`src/rtl/intseq_pkg.sv`:
```
package intseq_pkg;

  localparam int WORD_W    = 16;
  localparam int TYPE_W    = 8;
  localparam int PUSH_LAST = 2;
  localparam int VEC_LAST  = 3;

  typedef enum logic [2:0] {
    ST_IDLE,
    ST_ACK,
    ST_PUSH,
    ST_VEC,
    ST_DONE
  } seq_state_e;

  typedef enum logic [1:0] {
    SRC_NONE,
    SRC_MASK,
    SRC_NMI,
    SRC_SOFT
  } src_e;

  // byte address of vector byte idx for a given type: type*4 + idx
  function automatic logic [WORD_W-1:0] vec_byte_addr(input logic [TYPE_W-1:0] t,
                                                      input logic [1:0] idx);
    return {6'd0, t, 2'b00} + {14'd0, idx};
  endfunction

  // word saved by push number idx: flags, then code segment, then pointer
  function automatic logic [WORD_W-1:0] push_word(input logic [1:0] idx,
                                                  input logic [WORD_W-1:0] f,
                                                  input logic [WORD_W-1:0] c,
                                                  input logic [WORD_W-1:0] i);
    case (idx)
      2'd0:    return f;
      2'd1:    return c;
      default: return i;
    endcase
  endfunction

endpackage

```
`src/rtl/intseq_arb.sv`:
```
module intseq_arb
  import intseq_pkg::*;
#(
  parameter logic [TYPE_W-1:0] NMI_TYPE = 8'd2
) (
  input  logic              clk,
  input  logic              rst_n,
  input  logic              nmi_i,
  input  logic              swi_i,
  input  logic [TYPE_W-1:0] swi_type_i,
  input  logic              irq_i,
  input  logic              ie_i,
  input  logic              take_i,
  output logic              grant_o,
  output src_e              src_o,
  output logic [TYPE_W-1:0] type_o
);

  logic              nmi_q;
  logic              nmi_pend;
  logic              swi_pend;
  logic [TYPE_W-1:0] swi_type_q;

  logic nmi_edge, nmi_hit, swi_hit, irq_hit;
  logic nmi_taken, swi_taken;

  assign nmi_edge = nmi_i & ~nmi_q;
  assign nmi_hit  = nmi_pend | nmi_edge;
  assign swi_hit  = swi_pend | swi_i;
  assign irq_hit  = irq_i & ie_i;

  always_comb begin
    src_o  = SRC_NONE;
    type_o = '0;
    if (nmi_hit) begin
      src_o  = SRC_NMI;
      type_o = NMI_TYPE;
    end else if (swi_hit) begin
      src_o  = SRC_SOFT;
      type_o = swi_i ? swi_type_i : swi_type_q;
    end else if (irq_hit) begin
      src_o  = SRC_MASK;
    end
  end

  assign grant_o   = take_i && (src_o != SRC_NONE);
  assign nmi_taken = grant_o && (src_o == SRC_NMI);
  assign swi_taken = grant_o && (src_o == SRC_SOFT);

  always_ff @(posedge clk or negedge rst_n) begin
    if (!rst_n) begin
      nmi_q      <= 1'b0;
      nmi_pend   <= 1'b0;
      swi_pend   <= 1'b0;
      swi_type_q <= '0;
    end else begin
      nmi_q    <= nmi_i;
      nmi_pend <= nmi_hit & ~nmi_taken;
      swi_pend <= swi_hit & ~swi_taken;
      if (swi_i) swi_type_q <= swi_type_i;
    end
  end

  AST_NMI_HELD: assert property (@(posedge clk) disable iff (!rst_n)
    nmi_pend && !take_i |=> nmi_pend);

  AST_SOFT_HELD: assert property (@(posedge clk) disable iff (!rst_n)
    swi_pend && !take_i |=> swi_pend);

  AST_NMI_OUTRANKS: assert property (@(posedge clk) disable iff (!rst_n)
    grant_o && nmi_pend |-> type_o == NMI_TYPE);

endmodule

```
`src/rtl/intseq_core.sv`:
```
module intseq_core
  import intseq_pkg::*;
#(
  parameter int IE_BIT = 9
) (
  input  logic              clk,
  input  logic              rst_n,
  input  logic              start_i,
  input  src_e              start_src_i,
  input  logic [TYPE_W-1:0] start_type_i,
  input  logic [WORD_W-1:0] flags_i,
  input  logic [WORD_W-1:0] cs_i,
  input  logic [WORD_W-1:0] ip_i,
  input  logic [WORD_W-1:0] sp_i,
  output logic              ack_req_o,
  input  logic              ack_rdy_i,
  input  logic [TYPE_W-1:0] ack_type_i,
  output logic              mem_req_o,
  output logic              mem_we_o,
  output logic [WORD_W-1:0] mem_addr_o,
  output logic [WORD_W-1:0] mem_wdata_o,
  input  logic [7:0]        mem_rdata_i,
  input  logic              mem_rdy_i,
  output logic              busy_o,
  output logic              done_o,
  output logic [WORD_W-1:0] new_ip_o,
  output logic [WORD_W-1:0] new_cs_o,
  output logic [WORD_W-1:0] new_sp_o,
  output logic [WORD_W-1:0] new_flags_o
);

  seq_state_e        st;
  logic [1:0]        cnt;
  src_e              src_r;
  logic [TYPE_W-1:0] type_r;
  logic [WORD_W-1:0] flags_r, cs_r, ip_r, sp_r;
  logic [31:0]       vec_r;

  // named internal events
  logic ack_fire, push_fire, vec_fire, last_push, last_vec;
  logic [WORD_W-1:0] push_addr, vec_addr;

  assign ack_fire  = (st == ST_ACK) && ack_rdy_i;
  assign push_fire = (st == ST_PUSH) && mem_rdy_i;
  assign vec_fire  = (st == ST_VEC) && mem_rdy_i;
  assign last_push = push_fire && (cnt == 2'(PUSH_LAST));
  assign last_vec  = vec_fire && (cnt == 2'(VEC_LAST));
  assign push_addr = sp_r - 16'd2;
  assign vec_addr  = vec_byte_addr(type_r, cnt);

  assign busy_o      = (st != ST_IDLE);
  assign done_o      = (st == ST_DONE);
  assign ack_req_o   = (st == ST_ACK);
  assign mem_req_o   = (st == ST_PUSH) || (st == ST_VEC);
  assign mem_we_o    = (st == ST_PUSH);
  assign mem_addr_o  = (st == ST_PUSH) ? push_addr : vec_addr;
  assign mem_wdata_o = push_word(cnt, flags_r, cs_r, ip_r);
  assign new_ip_o    = vec_r[15:0];
  assign new_cs_o    = vec_r[31:16];
  assign new_sp_o    = sp_r;
  assign new_flags_o = flags_r;

  always_ff @(posedge clk or negedge rst_n) begin
    if (!rst_n) begin
      st      <= ST_IDLE;
      cnt     <= '0;
      src_r   <= SRC_NONE;
      type_r  <= '0;
      flags_r <= '0;
      cs_r    <= '0;
      ip_r    <= '0;
      sp_r    <= '0;
      vec_r   <= '0;
    end else begin
      case (st)
        ST_IDLE: begin
          if (start_i) begin
            src_r   <= start_src_i;
            type_r  <= start_type_i;
            flags_r <= flags_i;
            cs_r    <= cs_i;
            ip_r    <= ip_i;
            sp_r    <= sp_i;
            cnt     <= '0;
            st      <= (start_src_i == SRC_MASK) ? ST_ACK : ST_PUSH;
          end
        end
        ST_ACK: begin
          if (ack_fire) begin
            type_r <= ack_type_i;
            st     <= ST_PUSH;
          end
        end
        ST_PUSH: begin
          if (push_fire) begin
            sp_r <= push_addr;
            cnt  <= cnt + 2'd1;
            if (last_push) begin
              cnt             <= '0;
              flags_r[IE_BIT] <= 1'b0;
              st              <= ST_VEC;
            end
          end
        end
        ST_VEC: begin
          if (vec_fire) begin
            vec_r[cnt*8 +: 8] <= mem_rdata_i;
            cnt               <= cnt + 2'd1;
            if (last_vec) st <= ST_DONE;
          end
        end
        default: st <= ST_IDLE;
      endcase
    end
  end

  AST_DONE_PULSE: assert property (@(posedge clk) disable iff (!rst_n)
    done_o |=> !done_o);

  AST_DONE_BUSY: assert property (@(posedge clk) disable iff (!rst_n)
    done_o |-> busy_o);

  AST_IE_CLEARED: assert property (@(posedge clk) disable iff (!rst_n)
    done_o |-> !new_flags_o[IE_BIT]);

  AST_SP_STEP: assert property (@(posedge clk) disable iff (!rst_n)
    push_fire |=> sp_r == $past(mem_addr_o));

  AST_VEC_IN_TABLE: assert property (@(posedge clk) disable iff (!rst_n)
    mem_req_o && !mem_we_o |-> mem_addr_o[15:10] == 6'd0);

  AST_ACK_MASK_ONLY: assert property (@(posedge clk) disable iff (!rst_n)
    ack_req_o |-> src_r == SRC_MASK);

  AST_REQ_HOLD: assert property (@(posedge clk) disable iff (!rst_n)
    mem_req_o && !mem_rdy_i |=> mem_req_o && $stable(mem_addr_o) && $stable(mem_wdata_o));

endmodule

```
`src/rtl/intseq_top.sv`:
```
module intseq_top
  import intseq_pkg::*;
#(
  parameter int                IE_BIT   = 9,
  parameter logic [TYPE_W-1:0] NMI_TYPE = 8'd2
) (
  input  logic        clk,
  input  logic        rst_n,
  input  logic        boundary_i,
  input  logic        irq_i,
  input  logic        nmi_i,
  input  logic        swi_i,
  input  logic [7:0]  swi_type_i,
  input  logic [15:0] flags_i,
  input  logic [15:0] cs_i,
  input  logic [15:0] ip_i,
  input  logic [15:0] sp_i,
  output logic        ack_req_o,
  input  logic        ack_rdy_i,
  input  logic [7:0]  ack_type_i,
  output logic        mem_req_o,
  output logic        mem_we_o,
  output logic [15:0] mem_addr_o,
  output logic [15:0] mem_wdata_o,
  input  logic [7:0]  mem_rdata_i,
  input  logic        mem_rdy_i,
  output logic        busy_o,
  output logic        done_o,
  output logic [15:0] new_ip_o,
  output logic [15:0] new_cs_o,
  output logic [15:0] new_sp_o,
  output logic [15:0] new_flags_o
);

  logic              take;
  logic              grant;
  src_e              grant_src;
  logic [TYPE_W-1:0] grant_type;

  assign take = boundary_i & ~busy_o;

  intseq_arb #(.NMI_TYPE(NMI_TYPE)) u_arb (
    .clk        (clk),
    .rst_n      (rst_n),
    .nmi_i      (nmi_i),
    .swi_i      (swi_i),
    .swi_type_i (swi_type_i),
    .irq_i      (irq_i),
    .ie_i       (flags_i[IE_BIT]),
    .take_i     (take),
    .grant_o    (grant),
    .src_o      (grant_src),
    .type_o     (grant_type)
  );

  intseq_core #(.IE_BIT(IE_BIT)) u_core (
    .clk          (clk),
    .rst_n        (rst_n),
    .start_i      (grant),
    .start_src_i  (grant_src),
    .start_type_i (grant_type),
    .flags_i      (flags_i),
    .cs_i         (cs_i),
    .ip_i         (ip_i),
    .sp_i         (sp_i),
    .ack_req_o    (ack_req_o),
    .ack_rdy_i    (ack_rdy_i),
    .ack_type_i   (ack_type_i),
    .mem_req_o    (mem_req_o),
    .mem_we_o     (mem_we_o),
    .mem_addr_o   (mem_addr_o),
    .mem_wdata_o  (mem_wdata_o),
    .mem_rdata_i  (mem_rdata_i),
    .mem_rdy_i    (mem_rdy_i),
    .busy_o       (busy_o),
    .done_o       (done_o),
    .new_ip_o     (new_ip_o),
    .new_cs_o     (new_cs_o),
    .new_sp_o     (new_sp_o),
    .new_flags_o  (new_flags_o)
  );

  AST_START_WHEN_IDLE: assert property (@(posedge clk) disable iff (!rst_n)
    busy_o && !done_o |=> busy_o);

  AST_MASK_NEEDS_IE: assert property (@(posedge clk) disable iff (!rst_n)
    $rose(ack_req_o) |-> $past(flags_i[IE_BIT]));

endmodule

```
`config.mk`:
```
export PLATFORM = sky130hd
export DESIGN_NAME = intseq_top
export DESIGN_NICKNAME = d
export VERILOG_FILES = /design/src/rtl/intseq_pkg.sv /design/src/rtl/intseq_arb.sv /design/src/rtl/intseq_core.sv /design/src/rtl/intseq_top.sv
export SDC_FILE = /design/constraint.sdc
export NUM_CORES = 1
export LEC_CHECK = 0
export BUFFER_PORTS_ARGS = -buffer_cell sky130_fd_sc_hd__buf_2
export CAP_MARGIN = 40
export CORE_ASPECT_RATIO = 0.6
export CORE_MARGIN = 2
export CORE_UTILIZATION = 50
export CTS_CLUSTER_SIZE = 8
export DETAILED_ROUTE_END_ITERATION = 8
export GPL_TIMING_DRIVEN = 0
export PLACE_DENSITY = 0.79
export SETUP_SLACK_MARGIN = 0.3
export SYNTH_ARGS = -nofsm -noshare
export SYNTH_HDL_FRONTEND = slang
export SYNTH_HIERARCHICAL = 1
export SYNTH_SLANG_ARGS = --single-unit
```
`constraint.sdc`:
```
create_clock -name clk -period 6.2 [get_ports clk]
set_input_delay 1.55 -clock clk [delete_from_list [all_inputs] [get_ports clk]]
set_output_delay 1.55 -clock clk [all_outputs]
set_load 0.005 [all_outputs]
```
==> reports/qor.csv <==
metric;value;unit
Mapped Area;0.00588;mm²
core area;0.0114;mm²
Ant. Diodes;0;
area delta synth->final;30.7;%
Initial Util;0.517;
total iterations of the first detailed-routing run;4;
initial detailed-routing violation count;498;
Max-Slew Margin vs Limit;0.371;
FFs w/ async S/R, synth;1.00;
critical-path cell list;inv_1, ha_1, clkbuf_1, nor2_1, clkbuf_1, nand2_1, nand2_1, buf_2;
synthesized area per cell;8.57;µm²
total design power;3.87;mW
Clock Latency Late Sink;0.41;ns
GRT Overall Usage;0.280;
Max Clk Rate;237;MHz
total gr overflow;0;
number of global-route vias before repair;5275;
Worst EP required;4.65;ns
slowest stage delay, CP;0.45;ns
worst min-delay path endpoint;u_core/vec_r[21]$_DFFE_PN0P_;
port bufs;195;
WP buf/inv;4;
reg2reg end;u_core/new_flags_o[12]$_DFFE_PN0P_;
Warnings, synthesis;6;
drt wl/cell;16.0;µm
R2R depth;11;
Max Slew Vio Count;0;
Fin Hold WS;0.475;ns
post-synth top area share;0.511;
synthesized flop and latch total;120;
status;finished clean;
CTS root buf;clkbuf_16;
unique cell type count in the Yosys netlist;57;
setup ws final;1.97;ns
Setup TNS;0;ns
CP delay by family, top;buffers and inverters;
CP Capture Type;primary output;
period utilization;0.682;
CP Launch Type;flip-flop;
placed instance area;0.00709;mm²
CTS tree;built;
Worst Hold Class;flip-flop to flip-flop;
final instance area;0.00768;mm²
Post-CTS Setup Bufs;0;
Hold Startpoint;u_core/vec_r[21]$_DFFE_PN0P_;
worst-path maximum fanout;10;
Tightest Pin Transition;0.936;ns
fin nets;1006;
sequential cell area fraction in the yosys report;0.511;
number of max-cap violations;0;
RSZ-0062 raised after global routing;false;
top post-synthesis cells by area;dfrtp_1 (51%), nand2_1 (17%), o21ai_0 (5.3%);
final core occ;0.675;
Data arrival, critical path;2.68;ns
DR vias;5750;
routed wire length;17200;µm
DRC viols;0;
post-route ant nets;0;
Lkg Pwr;3.93;nW
DR vias/cell;5.34;
hold buffer count at cts;0;
cell count after synthesis;686;
largest net degree at the start of global routing;63;
Post-synth EDFFs;0;
fill cell count;958;
row count;30;
CTS resizes;0;
final cell count without fillers;1076;
clock sink count;120;
initial antenna violation count;0;
Worst Hold Depth;2;
routability cong.;0.962;
placed wire-length estimate;12500;µm
final hold vios;0;
IO Pins;197;
Final Critical Period;4.23;ns
Num CTS Buffers;17;
share of cells above drive strength 1;0.284;
DIE AREA;0.0127;mm²
critical path type;flip-flop to primary output;
Synth area leader;dfrtp_1;
clk_skew;0.0105;ns
Setup crit start;u_core/cnt[0]$_DFFE_PN0P_;
Clock transition at path regs;0.05;ns
Final setup viols;0;
first-pass GRT wire length;27100;µm
clk buf depth;2;
Inst Count DP;1043;
H-tree level count;4;
Crit-path slowest cell;clkbuf_1;
syn_nets;789;
die extent in y;88.0;µm
pre-CTS WS;2.03;ns
Post-synth top flop;dfrtp_1;
reg2reg start;u_core/st[2]$_DFFE_PN0P_;
Max IR drop VDD;0.000259;V
reg2reg setup slack;2.60;ns
power density cells;504;mW/mm²
Die W;144;µm
-- synth_stat cells, types with 8 or more instances --
| cell | n |
|---|---|
| nand2_1 | 259 |
| dfrtp_1 | 120 |
| o21ai_0 | 62 |
| clkbuf_1 | 28 |
| a21oi_1 | 22 |
| nor2_1 | 20 |
| a22oi_1 | 19 |
| inv_1 | 19 |
| o22ai_1 | 10 |
| nand3_1 | 9 |
| nor3_1 | 9 |
| xnor2_1 | 9 |
| mux2_2 | 8 |
-- layout by cell type, fill, tap and decap left out, drive strengths merged, types with 2 or more instances in the layout --
| cell type | netlist | routed |
|---|---|---|
| xor2 | 2 | 2 |
| nor4 | 6 | 6 |
| nor3 | 10 | 10 |
| and4 | 7 | 7 |
| xnor2 | 9 | 9 |
| and3 | 2 | 2 |
| a211o | 2 | 2 |
| nand2 | 259 | 259 |
| clkbuf | 28 | 48 |
| o22a | 2 | 2 |
| o2bb2ai | 3 | 3 |
| or4b | 2 | 2 |
| nand4 | 2 | 2 |
| nor2 | 21 | 21 |
| inv | 19 | 20 |
| bufinv | 0 | 2 |
| o21ai | 63 | 63 |
| a211oi | 3 | 3 |
| buf | 10 | 208 |
| dfrtp | 120 | 120 |
| clkinvlp | 0 | 3 |
| o22ai | 10 | 10 |
| ha | 7 | 7 |
| a21oi | 22 | 22 |
| nor3b | 3 | 3 |
| a31oi | 4 | 4 |
| or2 | 2 | 2 |
| nor2b | 4 | 4 |
| or3 | 3 | 3 |
| mux2 | 8 | 8 |
| or4 | 2 | 2 |
| nand2b | 6 | 6 |
| o21a | 3 | 3 |
| o2bb2a | 2 | 2 |
| nand3 | 9 | 9 |
| clkinv | 1 | 7 |
| a22oi | 19 | 19 |
-- cells by family (layout without fill, tap and decap cells) --
kind of cell	after synthesis	in the layout	synth area share
compound gates	140	140	0.144
xor+xnor	11	11	0.0164
fa+ha+maj	7	7	0.0149
buf+inv	58	288	0.0407
flops	120	120	0.511
mux	8	8	0.0153
simple gates	342	342	0.257
-- worst max path at each step --
stage / endpoint / slack [ns] / cells past startpoint
5_1_grt: mem_wdata_o[15] / 1.72 / 8
3_5_place_dp: u_core/new_flags_o[11]$_DFFE_PN0P_ / 2.03 / 10
2_1_floorplan: u_core/new_sp_o[14]$_DFFE_PN0P_ / 2.94 / 7
3_3_place_gp: u_core/new_flags_o[11]$_DFFE_PN0P_ / 2.00 / 9
4_1_cts: mem_wdata_o[9] / 1.96 / 8
6_report: mem_wdata_o[2] / 1.97 / 8
-- registers in the layout, summed over array words and instances (netlist names) --
name,cells
u_core/vec_r,32
u_core/cs_r,16
u_core/ip_r,16
u_core/new_flags_o,16
u_core/new_sp_o,16
u_arb/swi_type_q,8
u_core/type_r,8
u_core/st,3
u_core/cnt,2
u_arb/nmi_pend,1
u_arb/nmi_q,1
u_arb/swi_pend,1
-- tightest hold or removal path: stages, from the launching register on --
cell and delay, ns:
dfrtp_1 0.33, nand2_1 0.05, o21ai_0 0.06
-- cell type report --
type                       count  area (µm²)  area share
sequential                   120        3000       0.391
multi-input combinational    508        2640       0.343
timing repair buffer         198        1020       0.133
clock buffer                  20         457      0.0595
tap                          160         200      0.0261
buffer                        38         164      0.0213
clock inverter                12         125      0.0163
inverter                      20        75.1     0.00978
-- metal layers --
| layer | vias up | part of all wire | track usage |
|---|---|---|---|
| met2 | 289 | 0.42 | 0.401 |
| met3 | 14 | 0.11 | 0.0820 |
| met1 | 2697 | 0.46 | 0.417 |
| met4 | 0 | 0.0088 | 0.0740 |
| li1 | 2750 | - | - |
| met5 | - | 0 | 0 |
-- where the power goes --
group / total, mW / switching [mW] / internal, mW
logic: 1.55 / 0.898 / 0.647
registers: 1.36 / 0.257 / 1.10
clock network: 0.967 / 0.356 / 0.610
total: 3.87 / 1.51 / 2.36
(Power assumes the default switching activity.)
